<file path="config.mk">
export PLATFORM = sky130hd
export DESIGN_NAME = data_ea_gen
export DESIGN_NICKNAME = d
export VERILOG_FILES = /design/src/rtl/data_ea_gen.sv
export SDC_FILE = /design/constraint.sdc
export NUM_CORES = 1
export LEC_CHECK = 0
export BUFFER_PORTS_ARGS = -buffer_cell sky130_fd_sc_hd__clkbuf_2
export CAP_MARGIN = 20
export CORE_ASPECT_RATIO = 1.2
export CORE_UTILIZATION = 55
export DETAILED_ROUTE_END_ITERATION = 16
export PLACE_DENSITY = 0.85
export SLEW_MARGIN = 20
export SYNTH_ARGS = -nofsm -noshare
export SYNTH_HDL_FRONTEND = slang
export SYNTH_SLANG_ARGS = --single-unit
</file>
<file path="constraint.sdc">
create_clock -name clk -period 3.9 [get_ports clk]
set_clock_uncertainty 0.2 [all_clocks]
set_input_delay 0.195 -clock clk [delete_from_list [all_inputs] [get_ports clk]]
set_output_delay 0.195 -clock clk [all_outputs]
set_load 0.005 [all_outputs]
</file>
<file path="src/rtl/data_ea_gen.sv">
module data_ea_gen #(
  parameter int AW = 16,
  parameter logic [AW-1:0] IO_BASE = 16'h3F00
) (
  input  logic          clk,
  input  logic          rst_n,
  input  logic [3:0]    mode_i,
  input  logic [1:0]    op_i,
  input  logic [AW-1:0] areg_i,
  input  logic [AW-1:0] sp_i,
  input  logic [AW-1:0] field_i,
  input  logic          access_done_i,
  output logic [AW-1:0] ea_o,
  output logic          ea_valid_o,
  output logic          no_mem_o,
  output logic          illegal_o
);
  localparam logic [3:0] M_REG = 4'd0, M_IMM = 4'd1, M_IND = 4'd2, M_R8 = 4'd3,
    M_R16 = 4'd4, M_S4 = 4'd5, M_S8 = 4'd6, M_S16 = 4'd7, M_A16 = 4'd8,
    M_A12 = 4'd9, M_A8 = 4'd10, M_IO = 4'd11, M_RAM = 4'd12, M_HANDY = 4'd13;

  logic [AW-1:0] last_q;
  logic [AW-1:0] sx4, sx8, zx8, zx12;
  logic          is_move;

  assign sx4     = {{(AW-4){field_i[3]}}, field_i[3:0]};
  assign sx8     = {{(AW-8){field_i[7]}}, field_i[7:0]};
  assign zx8     = {{(AW-8){1'b0}}, field_i[7:0]};
  assign zx12    = {{(AW-12){1'b0}}, field_i[11:0]};
  assign is_move = (op_i == 2'd1) || (op_i == 2'd2);

  always_comb begin
    ea_o       = '0;
    ea_valid_o = 1'b1;
    no_mem_o   = 1'b0;
    illegal_o  = 1'b0;
    case (mode_i)
      M_REG, M_IMM: begin ea_valid_o = 1'b0; no_mem_o = 1'b1; end
      M_IND:   ea_o = areg_i;
      M_R8:    ea_o = areg_i + sx8;
      M_R16:   ea_o = areg_i + field_i;
      M_S4:    ea_o = sp_i + sx4;
      M_S8:    ea_o = sp_i + sx8;
      M_S16:   ea_o = sp_i + field_i;
      M_A16:   ea_o = field_i;
      M_A12:   ea_o = zx12;
      M_A8:    ea_o = zx8;
      M_IO:    ea_o = IO_BASE + zx8;
      M_RAM:   ea_o = zx8;
      M_HANDY: begin
        ea_o = last_q;
        if (!is_move) begin ea_valid_o = 1'b0; illegal_o = 1'b1; end
      end
      default: begin ea_valid_o = 1'b0; illegal_o = 1'b1; end
    endcase
  end

  always_ff @(posedge clk or negedge rst_n) begin
    if (!rst_n) last_q <= '0;
    else if (access_done_i && ea_valid_o) last_q <= ea_o;
  end
endmodule


</file>
==> results of run 1 <==
==> power by group <==
part | internal, mW | leakage (nW) | switching, mW
registers | 0.200 | 0.202 | 0.0189
clock network | 0.0900 | 0.0288 | 0.0738
logic | 0.235 | 1.50 | 0.311
total | 0.525 | 1.73 | 0.404
==> through the flow <==
step                setup WS (ns)  cell area, sq um  total power [mW]
floorplan                   0.687              3040             0.587
global placement            0.577              3460             0.736
detailed placement          0.458              3460             0.751
CTS                         0.446              3530             0.912
global route                0.219              3530             0.984
finish                      0.453              3530             0.929
==> cells by family after synthesis <==
kind of cell / count (synthesis)
compound gates: 142
fa+ha+maj: 36
mux: 9
simple gates: 146
flops: 16
xor+xnor: 26
buf+inv: 23
==> layer usage <==
metal / wire (um) / global-route usage / vias up
met5: 0 / 0 / -
met4: 276 / 0.125 / 0
met3: 783 / 0.0495 / 26
met2: 4580 / 0.538 / 175
met1: 3970 / 0.417 / 1606
li1: - / - / 1654
==> area by class of cell <==
class / count / area, sq um
clock buffer: 4 / 55.1
fill: 470 / 1770
inverter: 6 / 22.5
multi-input combinational: 359 / 2540
sequential: 16 / 400
tap: 62 / 77.6
timing repair buffer: 82 / 430
==> cells in the final DEF, fill, tap and decap left out, types with 10 or more instances in the layout <==
master / netlist / layout
clkbuf_2: 0 / 75
nand2_1: 65 / 65
a21oi_1: 35 / 35
ha_1: 34 / 34
nor2_1: 21 / 21
o21ai_0: 17 / 17
nand3_1: 16 / 16
dfrtp_1: 16 / 16
a21o_1: 15 / 15
xnor2_1: 15 / 15
nor3_1: 11 / 11
xor2_1: 10 / 10
==> critical path, cell delays in order <==
cell	delay [ns]
clkbuf_2	0.21
nor2b_1	0.40
nand3_1	0.13
nand2_1	0.11
ha_1	0.25
and2_1	0.20
a221o_1	0.33
o211ai_1	0.34
o2111ai_1	0.16
xnor2_1	0.18
a221oi_2	0.29
nand3_1	0.12
clkbuf_2	0.13
==> how the worst min path moves through the flow <==
stage                     startpoint                     to  slack [ns]  cells past startpoint
final                      areg_i[4]  last_q[4]$_DFFE_PN0P_        0.08                      3
after global routing       areg_i[4]  last_q[4]$_DFFE_PN0P_        0.12                      3
after CTS                  areg_i[4]  last_q[4]$_DFFE_PN0P_        0.09                      3
after detailed placement       rst_n  last_q[1]$_DFFE_PN0P_       -0.04                      1
after global placement         rst_n  last_q[1]$_DFFE_PN0P_       -0.04                      1
after floorplan                rst_n  last_q[0]$_DFFE_PN0P_       -0.30                      0
==> out/results.ini, run 1 <==
[status]
status = finished, final reports clean

[setup_path]
cp-endpoint = ea_o[15]
cp_max_fo = 14
rr_worst_depth = 5
startpoint_type = input port
r2r_end = last_q[14]$_DFFE_PN0P_
crit_type = input port to output port
r2r-start = last_q[14]$_DFFE_PN0P_
required_ns = 3.50
r2r_slack_ns = 2.10
cp-end-kind = output port
crit_arrival_ns = 3.05
crit_start = mode_i[3]

[layout]
largest_reg_flops = 16
finish.utilization = 0.666
stdcell_count = 529
antenna_cells = 0
top_register = last_q
fin_nets = 561
syn_to_final_growth_pct = 15.9
drive_gt1_frac = 0.233
biggestRegsByFlops = last_q (16)

[logic_synthesis]
syn-instance-count = 398
synth-compound-area-share = 0.341
syn_nets = 491
synth_seq_area_share = 0.132
synthTopCellsByArea = ha_1, dfrtp_1, nand2_1
synthXorXnorAreaFrac = 0.0773
synth_area_per_cell_sq_um = 7.65
ys_ff_latch = 16
muxShareOfSynthArea = 0.0337
yosysUniqueCellTypes = 64
yosysMostFrequentCell = nand2_1
synth_top_family_by_area = compound AO/OA/AOI/OAI gates
synth_area_sq_um = 3040
synth_common_cells = nand2_1, a21oi_1, ha_1, nor2_1, o21ai_0
synth-simple-area-share = 0.229
synth_largest_type_area_fraction = 0.140
async_flop_share = 1.00
synth_area_leader_cell = ha_1
synth_warnings = 0
synth-edff-count = 0
synthAdderAreaFrac = 0.153
synth_ff_type = dfrtp_1

[clock_network]
postCtsSetupRepairBufs = 0
h-tree-depth = 1
cts_buffer_depth = 2
clk_root_buffer_cell = clkbuf_8
clk_pin_slew_ns = 0.08
cts_tree = built
cts_made_buffers = 3
clk_latency_ns = 0.26
numClockSinks = 16
cts_resized = 0
hold_buffers = 1

[sta]
timing.fmax_mhz = 290
fin_crit_sh = 0.884
layout_min_cycle_time_ns = 3.45
rsz0062_at_grt = no
hold_viol_final = 0
worst_pin_slew_ns = 0.814
slew_headroom = 0.457
slew_viol_final = 0
setup_tns_ns = 0
setup_viol = 0
holdWs_ns = 0.0845

[worst_hold_path]
hp-class = input port to flop

[routing]
antenna_left = 0
drt-total-wl_um = 9610
drc = 0
vias = 3461
vias_per_cell = 6.54
wire_per_inst_um = 18.2
drt_iter0_drc = 253
drt-pass1-iter-count = 6

[flow_run]
drv_cap = 0

[grt]
grt_pass1_vias = 3303
grt-ovfl-total = 0
antenna_found_initial = 0
grtUsageTotal = 0.323
grt_max_degree = 19
grt_pass1_wl_um = 15300

[place]
port_buffers = 75
dp_cells = 524
gp_congestion = 0.958
place_hpwl_um = 7690

[floorplanning]
start_util = 0.574
core-area_sq_um = 5300
die_w_um = 69.9
io_pins = 76
num_rows = 29
dieArea_sq_um = 5840
die_h_um = 83.5

[power_and_ir_drop]
power_density_nw_per_um2 = 263
peakVddDrop_v = 0.000143
p_leak_nw = 1.73

No activity file was read; power rests on OpenSTA's default activity.
==> run 2, diff against run 1 <==
RECOVER_POWER = 100   (was default)
==> run 2 against run 1 <==
Effect of this change: maximum frequency fell by 1.5%; combinational power decreased by 1%; clock-buffer cell count unchanged; global-route usage stayed put; setup slack worse by 0.054 ns; sequential power barely moved; largest power group unchanged; register-to-register slack about the same; sequential cell count unchanged; first-iteration DRC count rose by 12%; routed wire length rose by 0.27%; critical path type unchanged; hold slack better by 0.0039 ns.
==> out/results.ini, run 2 (synthesis results as in run 1) <==
[layout]
layout_common_cells = clkbuf_2, nand2_1, a21oi_1  ; unchanged
biggestRegsByFlops = last_q (16)  ; unchanged
fill_cells = 482  ; was 470
syn_to_final_growth_pct = 14.7  ; was 15.9%
drive_gt1_frac = 0.210  ; was 0.233
largest_reg_flops = 16  ; unchanged
fin_area_sq_um = 3490  ; was 3530 sq um
final_common_cell = clkbuf_2  ; unchanged
fin_nets = 561  ; unchanged
top_register = last_q  ; unchanged
antenna_cells = 0  ; unchanged

[setup_path]
cp-end-kind = output port  ; unchanged
cp_cell_sequence = clkbuf_2 -> nor2b_1 -> nand3_1 -> nand2_1 -> ha_1 -> and2_0 -> a221o_1 -> o211ai_1 -> nor3_1 -> a211o_1 -> a211oi_1 -> nand2_1 -> clkbuf_2  ; was clkbuf_2 -> nor2b_1 -> nand3_1 -> nand2_1 -> ha_1 -> and2_1 -> a221o_1 -> o211ai_1 -> o2111ai_1 -> xnor2_1 -> a221oi_2 -> nand3_1 -> clkbuf_2
required_ns = 3.50  ; about the same
r2r_slack_ns = 2.11  ; was 2.10 ns
crit_arrival_ns = 3.11  ; was 3.05 ns
crit_type = input port to output port  ; unchanged
r2r_end = last_q[14]$_DFFE_PN0P_  ; unchanged
cp-endpoint = ea_o[13]  ; was ea_o[15]
startpoint_type = input port  ; unchanged
slowest_stage = nor2b_1  ; unchanged
cp_max_fo = 14  ; unchanged
rr_worst_depth = 5  ; unchanged
r2r-start = last_q[14]$_DFFE_PN0P_  ; unchanged
cpPeakStageDelay_ns = 0.40  ; about the same
crit_start = mode_i[3]  ; unchanged

[grt]
grt_pass1_wl_um = 15300  ; unchanged
grt_max_degree = 19  ; unchanged
antenna_found_initial = 0  ; unchanged
grt_pass1_vias = 3303  ; unchanged
grt-ovfl-total = 0  ; unchanged
grtUsageTotal = 0.323  ; unchanged

[sta]
setup_tns_ns = 0  ; unchanged
hold_viol_final = 0  ; unchanged
slew_viol_final = 0  ; unchanged
setup_viol = 0  ; unchanged
rsz0062_at_grt = no  ; unchanged
worst_pin_slew_ns = 1.05  ; was 0.814 ns
layout_min_cycle_time_ns = 3.50  ; was 3.45 ns
fin_crit_sh = 0.898  ; was 0.884
slew_headroom = 0.300  ; was 0.457
timing.fmax_mhz = 286  ; was 290 MHz

[worst_hold_path]
hp-class = input port to flop  ; unchanged
hold_path_depth = 3  ; unchanged

[place]
place_area_sq_um = 3460  ; unchanged
port_buffers = 75  ; unchanged
place_hpwl_um = 7690  ; unchanged
gp_congestion = 0.958  ; unchanged

[floorplanning]
io_pins = 76  ; unchanged
start_util = 0.574  ; unchanged
num_rows = 29  ; unchanged
core-area_sq_um = 5300  ; unchanged
dieArea_sq_um = 5840  ; unchanged
die_h_um = 83.5  ; unchanged
die_w_um = 69.9  ; unchanged

[clock_network]
postCtsSetupRepairBufs = 0  ; unchanged
clk_latency_ns = 0.26  ; about the same
cts_buffer_depth = 2  ; unchanged
clk_pin_slew_ns = 0.08  ; about the same
clk_root_buffer_cell = clkbuf_8  ; unchanged
cts_tree = built  ; unchanged
numClockSinks = 16  ; unchanged
h-tree-depth = 1  ; unchanged
cts_resized = 0  ; unchanged
cts_made_buffers = 3  ; unchanged

[flow_run]
drv_cap = 0  ; unchanged

[status]
status = finished, final reports clean  ; unchanged

[routing]
vias_per_cell = 6.60  ; was 6.54
wire_per_inst_um = 18.2  ; about the same
highest_layer = met4  ; unchanged
drt_iter0_drc = 283  ; was 253
vias = 3491  ; was 3461
wl_met2_um = 4550  ; was 4580 um
drt-met1-wl_um = 4000  ; was 3970 um
wl_met3_um = 815  ; was 783 um
drt-total-wl_um = 9640  ; was 9610 um
antenna_left = 0  ; unchanged
drc = 0  ; unchanged
drt-pass1-iter-count = 6  ; unchanged

[power_and_ir_drop]
p_leak_nw = 1.69  ; was 1.73 nW
peakVddDrop_v = 0.000141  ; was 0.000143 V
power_density_nw_per_um2 = 264  ; was 263 nW/um^2

==> run 2: cell types whose count changed in the layout (fill, tap and decap cells not counted), moves of 2 or more <==
cell      before  now
o21ai_0       17   19
o21ai_1        4    2
clkbuf_2      75   68
and2_1         5    3
and2_0         0    2
clkbuf_1       0    8
==> run 2: worst min-delay path by stage <==
stage | slack [ns] | to | start
after detailed placement | -0.04 | last_q[1]$_DFFE_PN0P_ | rst_n
after global routing | 0.12 | last_q[4]$_DFFE_PN0P_ | areg_i[4]
after global placement | -0.04 | last_q[1]$_DFFE_PN0P_ | rst_n
after floorplan | -0.30 | last_q[0]$_DFFE_PN0P_ | rst_n
final | 0.09 | last_q[4]$_DFFE_PN0P_ | areg_i[4]
after CTS | 0.09 | last_q[4]$_DFFE_PN0P_ | areg_i[4]
==> run 2: per-stage QoR <==
stage / std cells / util / total power, mW / worst slack, ns / hold slack, ns
2_1_floorplan: 398 / - / 0.587 / 0.687 / -0.301
3_3_place_gp: 524 / 0.653 / 0.736 / 0.577 / -0.0386
3_5_place_dp: 524 / 0.653 / 0.751 / 0.458 / -0.0385
4_1_cts: 529 / 0.666 / 0.912 / 0.446 / 0.0910
5_1_grt: 529 / 0.659 / 0.978 / 0.222 / 0.120
6_report: 529 / 0.659 / 0.921 / 0.399 / 0.0885
==> run 2: timing repair <==
item / 4_1_cts / 5_1_grt
setup endpoints to repair: 0 / 0
hold buffers: 1 / 0
hold endpoints to repair: 16 / 0
==> run 2: critical path, delay by kind of cell <==
kind / cells / cell delay, ns
compound gates: 4 / 1.26
buf+inv: 2 / 0.33
fa+ha+maj: 1 / 0.25
simple gates: 6 / 1.07
==> run 2: layer usage <==
| metal | track usage | up-vias |
|---|---|---|
| met2 | 0.538 | 199 |
| met3 | 0.0495 | 28 |
| met4 | 0.125 | 0 |
| li1 | - | 1657 |
| met5 | 0 | - |
| met1 | 0.417 | 1607 |
==> run 2: cell type report <==
class / count / area [sq um] / share of cell area
Clock buffer: 4 / 55.1 / 0.0158
Timing Repair Buffer: 82 / 418 / 0.120
Inverter: 6 / 22.5 / 0.00645
Multi-Input combinational cell: 359 / 2520 / 0.721
Sequential cell: 16 / 400 / 0.115
Tap cell: 62 / 77.6 / 0.0222
==> run 2: where the power goes <==
part | leakage [nW] | internal, mW | switching [mW]
Clock | 0.0288 | 0.0899 | 0.0725
Combinational | 1.46 | 0.230 | 0.309
Sequential | 0.202 | 0.200 | 0.0188
